==> src/rtl/sercfg_pkg.sv <==
// Shared types and result codes for the serial configuration loader.
// Assumes nothing beyond the 3-bit status width used at the top port.
package sercfg_pkg;

    typedef enum logic [2:0] {
        LD_IDLE,
        LD_PROG,
        LD_REL,
        LD_FETCH,
        LD_SHIFT,
        LD_TRAIL
    } ld_state_t;

    typedef enum logic [1:0] {
        SH_OFF,
        SH_BYTES,
        SH_TRAIL
    } sh_mode_t;

    localparam logic [2:0] RES_OK          = 3'd0;
    localparam logic [2:0] RES_INIT_LO_TMO = 3'd1;
    localparam logic [2:0] RES_INIT_HI_TMO = 3'd2;
    localparam logic [2:0] RES_CRC         = 3'd3;
    localparam logic [2:0] RES_DONE_TMO    = 3'd4;
    localparam logic [2:0] RES_NONE        = 3'd7;

endpackage

==> src/rtl/sercfg_sync.sv <==
// Two-flop synchroniser for asynchronous status inputs.
// Assumes each bit is an independent level; RST_VAL gives the idle level.
module sercfg_sync #(
    parameter int            W       = 1,
    parameter logic [W-1:0]  RST_VAL = '0
) (
    input  logic         clk,
    input  logic         rst_n,
    input  logic [W-1:0] d_i,
    output logic [W-1:0] q_o
);

    logic [W-1:0] meta_q;
    logic [W-1:0] sync_q;

    // Two register stages toward the clock domain
    always_ff @(posedge clk) begin
        if (!rst_n) begin
            meta_q <= RST_VAL;
            sync_q <= RST_VAL;
        end else begin
            meta_q <= d_i;
            sync_q <= meta_q;
        end
    end

    assign q_o = sync_q;

endmodule

==> src/rtl/sercfg_timer.sv <==
// Saturating phase timer: counts run cycles up to LIMIT and flags expiry.
// Assumes the owner pulses clr_i whenever a new timed phase begins.
module sercfg_timer #(
    parameter int LIMIT = 1024
) (
    input  logic clk,
    input  logic rst_n,
    input  logic clr_i,
    input  logic run_i,
    output logic expired_o
);

    localparam int CW = $clog2(LIMIT + 1);

    logic [CW-1:0] cnt_q;

    // Count run cycles, saturating at LIMIT
    always_ff @(posedge clk) begin
        if (!rst_n || clr_i) begin
            cnt_q <= '0;
        end else if (run_i && (cnt_q != CW'(LIMIT))) begin
            cnt_q <= cnt_q + 1'b1;
        end
    end

    assign expired_o = (cnt_q == CW'(LIMIT));

    // a cleared timer cannot report expiry in the next cycle
    a_r3_clear_restarts: assert property (@(posedge clk) disable iff (!rst_n)
        clr_i |=> !expired_o);

endmodule

==> src/rtl/sercfg_shifter.sv <==
// Serial bit engine: sends bytes MSB first as fall/data/rise steps of DIV
// cycles each, or free-runs the clock with data high in trailing mode.
// Assumes DIV >= 2 when trailing mode follows a byte ending in a zero bit.
module sercfg_shifter
    import sercfg_pkg::*;
#(
    parameter int DIV = 4
) (
    input  logic     clk,
    input  logic     rst_n,
    input  sh_mode_t mode_i,
    input  logic     load_i,
    input  logic [7:0] data_i,
    output logic     cclk_o,
    output logic     din_o,
    output logic     busy_o,
    output logic     ack_o
);

    localparam int DW = (DIV > 1) ? $clog2(DIV) : 1;

    logic [DW-1:0] div_q;
    logic [1:0]    phase_q;
    logic [2:0]    bit_q;
    logic [7:0]    sh_q;
    logic          cclk_q;
    logic          din_q;
    logic          busy_q;
    logic          ack_q;
    logic          tick;

    assign tick = (div_q == DW'(DIV - 1));

    // Step sequencer for bytes and trailing clocks
    always_ff @(posedge clk) begin
        if (!rst_n) begin
            div_q   <= '0;
            phase_q <= '0;
            bit_q   <= '0;
            sh_q    <= '0;
            cclk_q  <= 1'b0;
            din_q   <= 1'b1;
            busy_q  <= 1'b0;
            ack_q   <= 1'b0;
        end else begin
            ack_q <= 1'b0;
            case (mode_i)
                SH_BYTES: begin
                    if (!busy_q) begin
                        div_q <= '0;
                        if (load_i) begin
                            sh_q    <= data_i;
                            busy_q  <= 1'b1;
                            phase_q <= 2'd0;
                            bit_q   <= '0;
                            cclk_q  <= 1'b0;
                        end
                    end else if (!tick) begin
                        div_q <= div_q + 1'b1;
                    end else begin
                        div_q <= '0;
                        case (phase_q)
                            2'd0: begin
                                din_q   <= sh_q[7];
                                phase_q <= 2'd1;
                            end
                            2'd1: begin
                                cclk_q  <= 1'b1;
                                phase_q <= 2'd2;
                            end
                            default: begin
                                if (bit_q == 3'd7) begin
                                    busy_q <= 1'b0;
                                    ack_q  <= 1'b1;
                                end else begin
                                    bit_q   <= bit_q + 1'b1;
                                    sh_q    <= {sh_q[6:0], 1'b0};
                                    phase_q <= 2'd0;
                                    cclk_q  <= 1'b0;
                                end
                            end
                        endcase
                    end
                end
                SH_TRAIL: begin
                    busy_q <= 1'b0;
                    if (!cclk_q && (div_q == '0)) begin
                        din_q <= 1'b1;
                    end
                    if (!tick) begin
                        div_q <= div_q + 1'b1;
                    end else begin
                        div_q  <= '0;
                        cclk_q <= ~cclk_q;
                    end
                end
                default: begin
                    div_q   <= '0;
                    phase_q <= '0;
                    bit_q   <= '0;
                    cclk_q  <= 1'b0;
                    din_q   <= 1'b1;
                    busy_q  <= 1'b0;
                end
            endcase
        end
    end

    assign cclk_o = cclk_q;
    assign din_o  = din_q;
    assign busy_o = busy_q;
    assign ack_o  = ack_q;

    // data may only move while the serial clock is low
    a_r5_din_stable_high: assert property (@(posedge clk) disable iff (!rst_n)
        (cclk_o && $past(cclk_o)) |-> $stable(din_o));

    // a byte always ends on a raised serial clock
    a_r5_ack_clock_high: assert property (@(posedge clk) disable iff (!rst_n)
        ack_o |-> cclk_o);

    // trailing rising edges carry a high data line
    a_r8_trail_din_high: assert property (@(posedge clk) disable iff (!rst_n)
        ($rose(cclk_o) && (mode_i == SH_TRAIL)) |-> din_o);

endmodule

==> src/rtl/sercfg_loader.sv <==
// Slave-serial configuration loader: program/init handshake with timeouts,
// byte intake from a valid/ready stream, integrity check before each byte,
// trailing clocks until done, and a coded result with a finish pulse.
// Assumes init_n_i and done_i are asynchronous levels from the device.
module sercfg_loader
    import sercfg_pkg::*;
#(
    parameter int DIV     = 4,
    parameter int TIMEOUT = 100000,
    parameter int CNT_W   = 16
) (
    input  logic             clk,
    input  logic             rst_n,
    input  logic             start_i,
    input  logic [CNT_W-1:0] nbytes_i,
    input  logic [7:0]       byte_data_i,
    input  logic             byte_valid_i,
    output logic             byte_ready_o,
    output logic             prog_n_o,
    output logic             cclk_o,
    output logic             din_o,
    input  logic             init_n_i,
    input  logic             done_i,
    output logic             busy_o,
    output logic             finish_o,
    output logic [2:0]       status_o
);

    ld_state_t        state_q, state_d;
    logic [CNT_W-1:0] remain_q, remain_d;
    logic [2:0]       status_q, status_d;
    logic             finish_q, finish_d;
    logic             prog_n_q, prog_n_d;
    logic             init_n_s, done_s;
    logic             tmo, crc_err;
    logic             sh_busy, sh_ack, sh_load;
    sh_mode_t         sh_mode;

    sercfg_sync #(.W(2), .RST_VAL(2'b01)) u_sync (
        .clk   (clk),
        .rst_n (rst_n),
        .d_i   ({done_i, init_n_i}),
        .q_o   ({done_s, init_n_s})
    );

    sercfg_timer #(.LIMIT(TIMEOUT)) u_timer (
        .clk       (clk),
        .rst_n     (rst_n),
        .clr_i     (state_d != state_q),
        .run_i     ((state_q == LD_PROG) || (state_q == LD_REL) || (state_q == LD_TRAIL)),
        .expired_o (tmo)
    );

    sercfg_shifter #(.DIV(DIV)) u_shift (
        .clk    (clk),
        .rst_n  (rst_n),
        .mode_i (sh_mode),
        .load_i (sh_load),
        .data_i (byte_data_i),
        .cclk_o (cclk_o),
        .din_o  (din_o),
        .busy_o (sh_busy),
        .ack_o  (sh_ack)
    );

    // Integrity error: device init active while done still inactive
    assign crc_err = !init_n_s && !done_s;

    // Byte intake is offered only while waiting for the next byte
    assign byte_ready_o = (state_q == LD_FETCH) && (remain_q != '0) && !crc_err;
    assign sh_load      = byte_ready_o && byte_valid_i;

    // Select what the bit engine does in each phase
    always_comb begin
        case (state_q)
            LD_FETCH, LD_SHIFT: sh_mode = SH_BYTES;
            LD_TRAIL:           sh_mode = SH_TRAIL;
            default:            sh_mode = SH_OFF;
        endcase
    end

    // Phase sequencing and result selection
    always_comb begin
        state_d  = state_q;
        remain_d = remain_q;
        status_d = status_q;
        finish_d = 1'b0;
        prog_n_d = prog_n_q;
        case (state_q)
            LD_IDLE: begin
                if (start_i) begin
                    state_d  = LD_PROG;
                    remain_d = nbytes_i;
                    status_d = RES_NONE;
                    prog_n_d = 1'b0;
                end
            end
            LD_PROG: begin
                if (!init_n_s) begin
                    state_d  = LD_REL;
                    prog_n_d = 1'b1;
                end else if (tmo) begin
                    state_d  = LD_IDLE;
                    prog_n_d = 1'b1;
                    finish_d = 1'b1;
                    status_d = RES_INIT_LO_TMO;
                end
            end
            LD_REL: begin
                if (init_n_s) begin
                    state_d = LD_FETCH;
                end else if (tmo) begin
                    state_d  = LD_IDLE;
                    finish_d = 1'b1;
                    status_d = RES_INIT_HI_TMO;
                end
            end
            LD_FETCH: begin
                if (remain_q == '0) begin
                    state_d = LD_TRAIL;
                end else if (crc_err) begin
                    state_d  = LD_IDLE;
                    finish_d = 1'b1;
                    status_d = RES_CRC;
                end else if (byte_valid_i) begin
                    state_d  = LD_SHIFT;
                    remain_d = remain_q - 1'b1;
                end
            end
            LD_SHIFT: begin
                if (sh_ack) begin
                    state_d = LD_FETCH;
                end
            end
            LD_TRAIL: begin
                if (done_s) begin
                    state_d  = LD_IDLE;
                    finish_d = 1'b1;
                    status_d = RES_OK;
                end else if (tmo) begin
                    state_d  = LD_IDLE;
                    finish_d = 1'b1;
                    status_d = RES_DONE_TMO;
                end
            end
            default: begin
                state_d  = LD_IDLE;
                prog_n_d = 1'b1;
            end
        endcase
    end

    // Controller registers
    always_ff @(posedge clk) begin
        if (!rst_n) begin
            state_q  <= LD_IDLE;
            remain_q <= '0;
            status_q <= RES_NONE;
            finish_q <= 1'b0;
            prog_n_q <= 1'b1;
        end else begin
            state_q  <= state_d;
            remain_q <= remain_d;
            status_q <= status_d;
            finish_q <= finish_d;
            prog_n_q <= prog_n_d;
        end
    end

    assign prog_n_o = prog_n_q;
    assign busy_o   = (state_q != LD_IDLE);
    assign finish_o = finish_q;
    assign status_o = status_q;

    // finish is a single-cycle pulse
    a_r9_finish_pulse: assert property (@(posedge clk) disable iff (!rst_n)
        finish_o |=> !finish_o);

    // finish arrives with busy already low and a real result code
    a_r9_finish_result: assert property (@(posedge clk) disable iff (!rst_n)
        finish_o |-> (!busy_o && (status_o != RES_NONE)));

    // no result is visible while a load runs
    a_r9_none_while_busy: assert property (@(posedge clk) disable iff (!rst_n)
        busy_o |-> (status_o == RES_NONE));

    // bytes are requested only with program released
    a_r2_ready_after_release: assert property (@(posedge clk) disable iff (!rst_n)
        byte_ready_o |-> prog_n_o);

    // a new byte is requested only once the previous one has left
    a_r6_ready_not_shifting: assert property (@(posedge clk) disable iff (!rst_n)
        byte_ready_o |-> !sh_busy);

    // a start during a load does not restart the program pulse
    a_r10_start_ignored: assert property (@(posedge clk) disable iff (!rst_n)
        (busy_o && prog_n_o && start_i) |=> prog_n_o);

endmodule

==> config.mk <==
export PLATFORM = sky130hd
export DESIGN_NAME = sercfg_loader
export DESIGN_NICKNAME = d
export VERILOG_FILES = /design/src/rtl/sercfg_pkg.sv /design/src/rtl/sercfg_sync.sv /design/src/rtl/sercfg_timer.sv /design/src/rtl/sercfg_shifter.sv /design/src/rtl/sercfg_loader.sv
export SDC_FILE = /design/constraint.sdc
export NUM_CORES = 1
export LEC_CHECK = 0
export BUFFER_PORTS_ARGS = -buffer_cell sky130_fd_sc_hd__buf_2
export CAP_MARGIN = 15
export CORE_ASPECT_RATIO = 2
export CORE_MARGIN = 4
export CORE_UTILIZATION = 40
export DETAILED_ROUTE_END_ITERATION = 8
export GPL_ROUTABILITY_DRIVEN = 1
export MAX_ROUTING_LAYER = met4
export PLACE_DENSITY = 0.56
export REMOVE_ABC_BUFFERS = 1
export SETUP_SLACK_MARGIN = 0.05
export SYNTH_ARGS = -nofsm -noshare
export SYNTH_HDL_FRONTEND = slang
export SYNTH_HIERARCHICAL = 1
export SYNTH_SLANG_ARGS = --single-unit
export TNS_END_PERCENT = 30
==> constraint.sdc <==
create_clock -name clk -period 6.6 [get_ports clk]
set_clock_uncertainty 0.05 [all_clocks]
set_input_delay 0.66 -clock clk [delete_from_list [all_inputs] [get_ports clk]]
set_output_delay 0.66 -clock clk [all_outputs]
set_load 0.01 [all_outputs]
== Word-level counts from Yosys, hierarchy flattened ==
Index checks and enable logic that the tools add are counted.
Storage, ports and cells
  bits in registers: 64
Cells by class
  muxes and demuxes: 75
  reduce and logical (&&, ||, !) cells: 36
  bitwise gates (word level): 7
  $add $sub $neg: 4
  equality and inequality tests: 39
Operators with widths (number)
  two-way mux 3 bit: 23
  two-way mux 16 bit: 4
  two-way mux 8 bit: 5
  case mux 16 bit (2 select lines): 1
  two-way mux 1 bit: 24
  inequality test 2 bit (second input constant): 12
  AND reduction 5 bit: 4
  case mux 3 bit (6 select lines): 1
  adder 17 x 1 -> 17 bit (second input constant): 1
  equality test 17 bit (second input constant): 1
  inequality test 17 bit (second input constant): 1
  logical NOT 16 bit: 1
  case mux 2 bit (2 select lines): 4
  nonzero test 16 bit: 1
  subtractor 16 x 1 -> 16 bit (second input constant): 1
  inequality test 3 bit (second input constant): 5
  case mux 3 bit (5 select lines): 1
  two-way mux 2 bit: 6
  inequality test 2 x 1 -> 1 bit (second input constant): 5
  equality test 3 bit (second input constant): 3
  AND reduction 9 bit: 1
  AND reduction 4 bit: 2
  NOT 1 bit: 7
  equality test 3 x 2 -> 1 bit (second input constant): 2
  26 further kinds: 45

== Logic depth before layout (Yosys ltp) ==
  depth in word-level cells: 8
  mapped depth: 15

== Cells and area by module ==
The synthesis kept the hierarchy.
Modules (own cells, without submodules)
  sercfg_loader: cells each 240, times used 1, area each 1800.5 sq um, seq. area each 480.5 sq um
  sercfg_shifter: cells each 116, times used 1, area each 1024.7 sq um, seq. area each 380.4 sq um
  sercfg_timer: cells each 105, times used 1, area each 915.9 sq um, seq. area each 340.3 sq um
  sercfg_sync: cells each 8, times used 1, area each 105.1 sq um, seq. area each 80.1 sq um

== Worst setup path before layout ==
Ideal clock, no wire load.
  kind: register to register
  start point: reg remain_q[1]
  end point: reg u_timer.cnt_q[10]
  clock period less this slack: 3.074 ns
  required time: 6.422 ns
  setup time: 0.128 ns
  arrival time: 2.896 ns
  path buffers: 2
  cell stages (with the launch flop): 12
  setup slack: 3.526 ns
  cell sequence: dfxtp_1 -> inv_1 -> ha_1 -> or3b_4 -> nor4_4 -> o22ai_1 -> a311o_1 -> nand3_1 -> or2b_2 -> clkdlybuf4s50_2 -> clkbuf_1 -> nor2_1
Between the ends
  longest elaborated chain between the ends: 5
Ends and longest elaborated chain
  start, declared: RTL line sercfg_loader.sv:30  | logic [CNT_W-1:0] remain_q, remain_d;
  start signal, assigned: RTL line sercfg_loader.sv:163  | remain_q <= remain_d;
  logical NOT 16 bit: RTL line sercfg_loader.sv:119  | if (remain_q == '0) begin
  two-way mux 3 bit: RTL line sercfg_loader.sv:119
  case mux 3 bit (6 select lines): RTL line sercfg_loader.sv:89  | case (state_q)
  inequality test 3 bit: RTL line sercfg_loader.sv:49  | .clr_i (state_d != state_q),
  logical OR 1 bit: RTL line sercfg_timer.sv:19  | if (!rst_n || clr_i) begin
  end signal, assigned: RTL line sercfg_timer.sv:22  | cnt_q <= cnt_q + 1'b1;
  end, declared: RTL line sercfg_timer.sv:15  | logic [CW-1:0] cnt_q;
Every way passes these cells.
A chain may end at the register's enable or synchronous reset.

== Worst setup path after layout ==
  start point: reg u_timer.cnt_q[0]
  end point: reg u_timer.cnt_q[1]
Between the ends
  longest elaborated chain between the ends: 6
  elaborated cells on any way between the ends: 11
Ends and longest elaborated chain
  equality test 17 bit *: RTL line sercfg_timer.sv:26  | assign expired_o = (cnt_q == CW'(LIMIT));
  net tmo: RTL line sercfg_loader.sv:35  | logic tmo, crc_err;
  two-way mux 3 bit *: RTL line sercfg_loader.sv:102, sercfg_loader.sv:112, sercfg_loader.sv:140
  two-way mux 3 bit (on tied branches): RTL line sercfg_loader.sv:136, sercfg_loader.sv:99, sercfg_loader.sv:110
  case mux 3 bit (6 select lines) *: RTL line sercfg_loader.sv:89
  inequality test 3 bit *: RTL line sercfg_loader.sv:49
  logical OR 1 bit *: RTL line sercfg_timer.sv:19
Mark *: on every way through the listed nets, which the timed path passes. The rest lies on a longest branch.

==> impl.org <==
** STA
- Final setup violation count :: 0
- Endpoints failing hold :: 0
- Setup repair after global routing left no endpoint under its margin.
- Top achievable clock speed :: approximately 0.33 GHz
- For the pin with the worst max-slew slack, the measured transition is 1066 ps.
- Total negative slack :: 0 ps
- The count of final max-slew check failures came to 0.
- Worst rel slew slack :: 0.2826
- For the finished layout, the period the worst path requires is between 2000 and 3000 ps.
- Part of the cycle the worst path needs :: 0.4543

** Logic synthesis
- Share of the synthesized area in the top cell type :: 0.3331
- Instance count of the mapped netlist :: 469
- Top-count cell post-synth :: sky130_fd_sc_hd__dfxtp_1
- Share of flip-flops with an asynchronous set or reset after synthesis :: 0
- Of the synthesized area, sequential elements account for 0.3331.
- The largest total area in the synthesized netlist belongs to sky130_fd_sc_hd__dfxtp_1.
- Synth Warn # :: 6
- Leading post-synthesis cells by cell area :: sky130_fd_sc_hd__dfxtp_1 33%, sky130_fd_sc_hd__nand2_1 5.3%, sky130_fd_sc_hd__a21oi_1 3.9%, sky130_fd_sc_hd__ha_1 3.6%, sky130_fd_sc_hd__nor2_1 3.5%
- Commonest cells post-synth :: 64 x sky130_fd_sc_hd__dfxtp_1, 54 x sky130_fd_sc_hd__nand2_1, 36 x sky130_fd_sc_hd__nor2_1, 30 x sky130_fd_sc_hd__a21oi_1, 18 x sky130_fd_sc_hd__inv_1
- The mapped netlist covers slightly below 0.004 mm^2.
- Most used flip-flop cell after synthesis :: sky130_fd_sc_hd__dfxtp_1
- After synthesis, the netlist uses 77 different library cells.
- Count of flip-flops with a built-in enable after synthesis :: 0
- After synthesis, the mean cell area works out to roughly 8 um^2.
- Count of state elements after synthesis :: 64

** Floorplanning
- For this configuration, the core starts out at a cell density of 0.4099.
- Number of standard-cell rows in the floorplan :: 50
- Horiz. Die Dim :: about 77 um
- Placeable Area :: 0.009384 mm^2
- Y dimension of the die :: 146.7 um
- Die Outline Area :: 0.01134 mm^2
- 39 I/O pins were placed.

** Routing
- For this block, the routed nets add up to between 9000 and 10000 um of wire.
- Overall via count from detail_route :: 3562
- Residual DRC :: 0
- Drt via density :: 5.927
- Dividing the detail-routed wire length by the instance count gives roughly 17 um.
- In this run, the number of DRC markers left after iteration 0 of detailed routing was 189.
- Remaining antenna violation count :: 0
- The pre-antenna-repair detailed-routing pass consisted of 4 iterations.

** GRT
- For this run, the total global-route usage over all layers was measured as 0.1831.
- For this run the aggregate overflow at the end of global routing stands at 0.
- Entering global routing, the biggest net connects 43 pins.
- The first global-routing pass estimated around 16000 um of wire.
- The number of antenna violations at the first check in global routing was 0.
- Via count of the first global-routing pass :: ~3400

** Final layout
- Of the cells placed in the final design, the portion with a size suffix greater than 1 is 0.1549.
- Antenna diode count :: 0
- Measured on the finished design, the core utilization comes to 0.4627.
- Final nets :: between 500 and 600
- Number of fill cells in the layout :: approximately 970
- The area growth from synthesis to layout is 12.88%.

** Clock network
- Clock-pin slew was measured on the worst setup and hold paths at roughly 50 ps.
- TritonCTS built the clock tree.
- Root buffer cell :: sky130_fd_sc_hd__clkbuf_16
- Num CTS Buffers :: 9
- Number of clock sinks :: 64
- Htree depth :: 3
- Once the clock tree was built, the setup fixing pass inserted 0 buffers.
- Clock insertion delay at the later pin of the skew report :: ~330 ps
- Count of hold-fix buffers inserted at cts :: 0
- Buffer levels on the longest clock path :: 2
- Number of gates given a new drive strength after cts :: 0

** Setup path
- Worst reg2reg startpoint :: u_timer/cnt_q[0]$_SDFFE_PP0P_
- For the worst setup path, the data required time is between 6000 and 7000 ps.
- Element type at the critical path end :: flop
- Counting cells, the worst reg-to-reg path comes to 12.
- In this run the worst path has a maximum fanout of 16.
- CP Class :: reg2reg
- Crit path arrival time :: around 3200 ps
- In this run the critical register-to-register path is captured at u_timer/cnt_q[1]$_SDFFE_PP0P_.
- Across all register-to-register paths, the minimum setup slack is 3600 ps.
- Worst Setup Start Kind :: flop
- End point of the critical path :: u_timer/cnt_q[1]$_SDFFE_PP0P_
- First element of the critical path :: u_timer/cnt_q[0]$_SDFFE_PP0P_

** Place
- Number of buffer cells added on primary ports :: 38
- Gpl congestion :: roughly 0.95
- DP Wirelength :: a little over 7000 um

** Power and ir drop
- In this run the static leakage power is 1.688 nW.
- Peak supply drop :: between 100 and 150 uV
- Power density over the cells :: roughly 250 mW/mm^2

** Flow run
- Across the run, the number of max-cap violations was 0.

** Status
- Result of the run :: finished, final reports clean

** Min path
- In this run the worst hold path is classified as reg2reg.
## logic make-up (layout without fill, tap and decap cells)
family                   count (synthesis)  after routing  synth area share
AND/OR/NAND/NOR                        201            201            0.2892
XOR/XNOR                                 9              9           0.02050
adder cells (fa/ha/maj)                 11             11           0.03578
flip-flops                              64             64            0.3331
AO/OA/AOI/OAI                          126            126            0.2310
multiplexers                            10             10           0.02603
buffers and inverters                   48             76           0.06441
## layer usage
layer  up-vias  global-route usage  part of all wire
met5         -                   -                 0
met4         0             0.08378             0.023
met3        16             0.03704             0.040
met2        89              0.3414              0.55
met1      1686              0.1763              0.39
li1       1771                   -                 -
## cells in the final DEF (no fill, tap or decap), drive strengths merged, types with 3 or more instances in the layout
cell and n:
a211oi 5, a21boi 3, a21o 7, a21oi 30
a31oi 11, a41oi 3, and2 4, and3 4
buf 42, clkbuf 12, dfxtp 64, ha 11
inv 18, mux2i 10, nand2 55, nand2b 13
nand3 11, nand3b 6, nand4 11, nand4b 3
nor2 36, nor2b 5, nor3 17, nor4 9
nor4b 4, o211a 7, o211ai 4, o21ai 21
o22ai 8, o31ai 8, or3 8, or4 5
xnor2 6, xor2 3
## registers in the layout, indices dropped and copies added, names as in the netlist
register / cells
u_shift/din_o: 1
u_shift/cclk_o: 1
remain_q: 16
u_shift/busy_o: 1
u_shift/ack_o: 1
status_o: 3
state_q: 3
u_shift/phase_q: 2
u_shift/bit_q: 3
u_shift/sh_q: 8
u_shift/div_q: 2
finish_o: 1
u_timer/cnt_q: 17
u_sync/q_o: 2
u_sync/meta_q: 2
prog_n_o: 1
## through the flow
step | instance area, um^2 | instances | setup slack (ps) | total power [W] | hold WS (ps)
2_1_floorplan | 3670 | 440 | 3455 | 0.0005105 | 336.3
3_3_place_gp | 4020 | 586 | 3674 | 0.0005615 | 354.2
3_5_place_dp | 4020 | 586 | 3610 | 0.0005628 | 362.2
4_1_cts | 4342 | 601 | 3595 | 0.001086 | 374.8
5_1_grt | 4342 | 601 | 3427 | 0.001115 | 382.7
6_report | 4342 | 601 | 3602 | 0.001072 | 371.6
## how the worst min path moves through the flow
stage / slack (ps) / start / to / depth (start not counted)
after global routing: 380 / u_sync/meta_q[0]$_SDFF_PN1_ / u_sync/q_o[0]$_SDFF_PN1_ / 1
after detailed placement: 360 / u_sync/meta_q[0]$_SDFF_PN1_ / u_sync/q_o[0]$_SDFF_PN1_ / 1
final: 370 / u_sync/meta_q[0]$_SDFF_PN1_ / u_sync/q_o[0]$_SDFF_PN1_ / 1
after floorplan: 340 / u_sync/meta_q[0]$_SDFF_PN1_ / u_sync/q_o[0]$_SDFF_PN1_ / 1
after CTS: 370 / u_sync/meta_q[0]$_SDFF_PN1_ / u_sync/q_o[0]$_SDFF_PN1_ / 1
after global placement: 350 / u_sync/meta_q[0]$_SDFF_PN1_ / u_sync/q_o[0]$_SDFF_PN1_ / 1
## layout make-up
type                            instances  area [um^2]  area share
Timing Repair Buffer                   42        220.2     0.05072
Tap cell                              104        130.1     0.02997
Inverter                               19        71.32     0.01643
Clock inverter                          3        65.06     0.01499
Clock buffer                           12        256.5     0.05908
Sequential cell                        64         1281      0.2951
Multi-Input combinational cell        357         2317      0.5337
## report_power, final
part | switching, W | internal (W)
combinational | 0.0000847 | 0.0000548
sequential | 0.0000161 | 0.000399
clock | 0.000169 | 0.000348
total | 0.000269 | 0.000803
## critical path, stage by stage (launching register included)
cell,delay (ps)
sky130_fd_sc_hd__dfxtp_1,400
sky130_fd_sc_hd__inv_1,80
sky130_fd_sc_hd__ha_1,220
sky130_fd_sc_hd__nand4bb_1,110
sky130_fd_sc_hd__nor4_1,60
sky130_fd_sc_hd__and3_1,310
sky130_fd_sc_hd__nor3_1,420
sky130_fd_sc_hd__nor3_1,80
sky130_fd_sc_hd__nor3_1,240
sky130_fd_sc_hd__nand3_1,120
sky130_fd_sc_hd__or2b_2,450
sky130_fd_sc_hd__a211oi_1,280
sky130_fd_sc_hd__a41o_1,120
No activity file was read; power rests on OpenSTA's default activity.
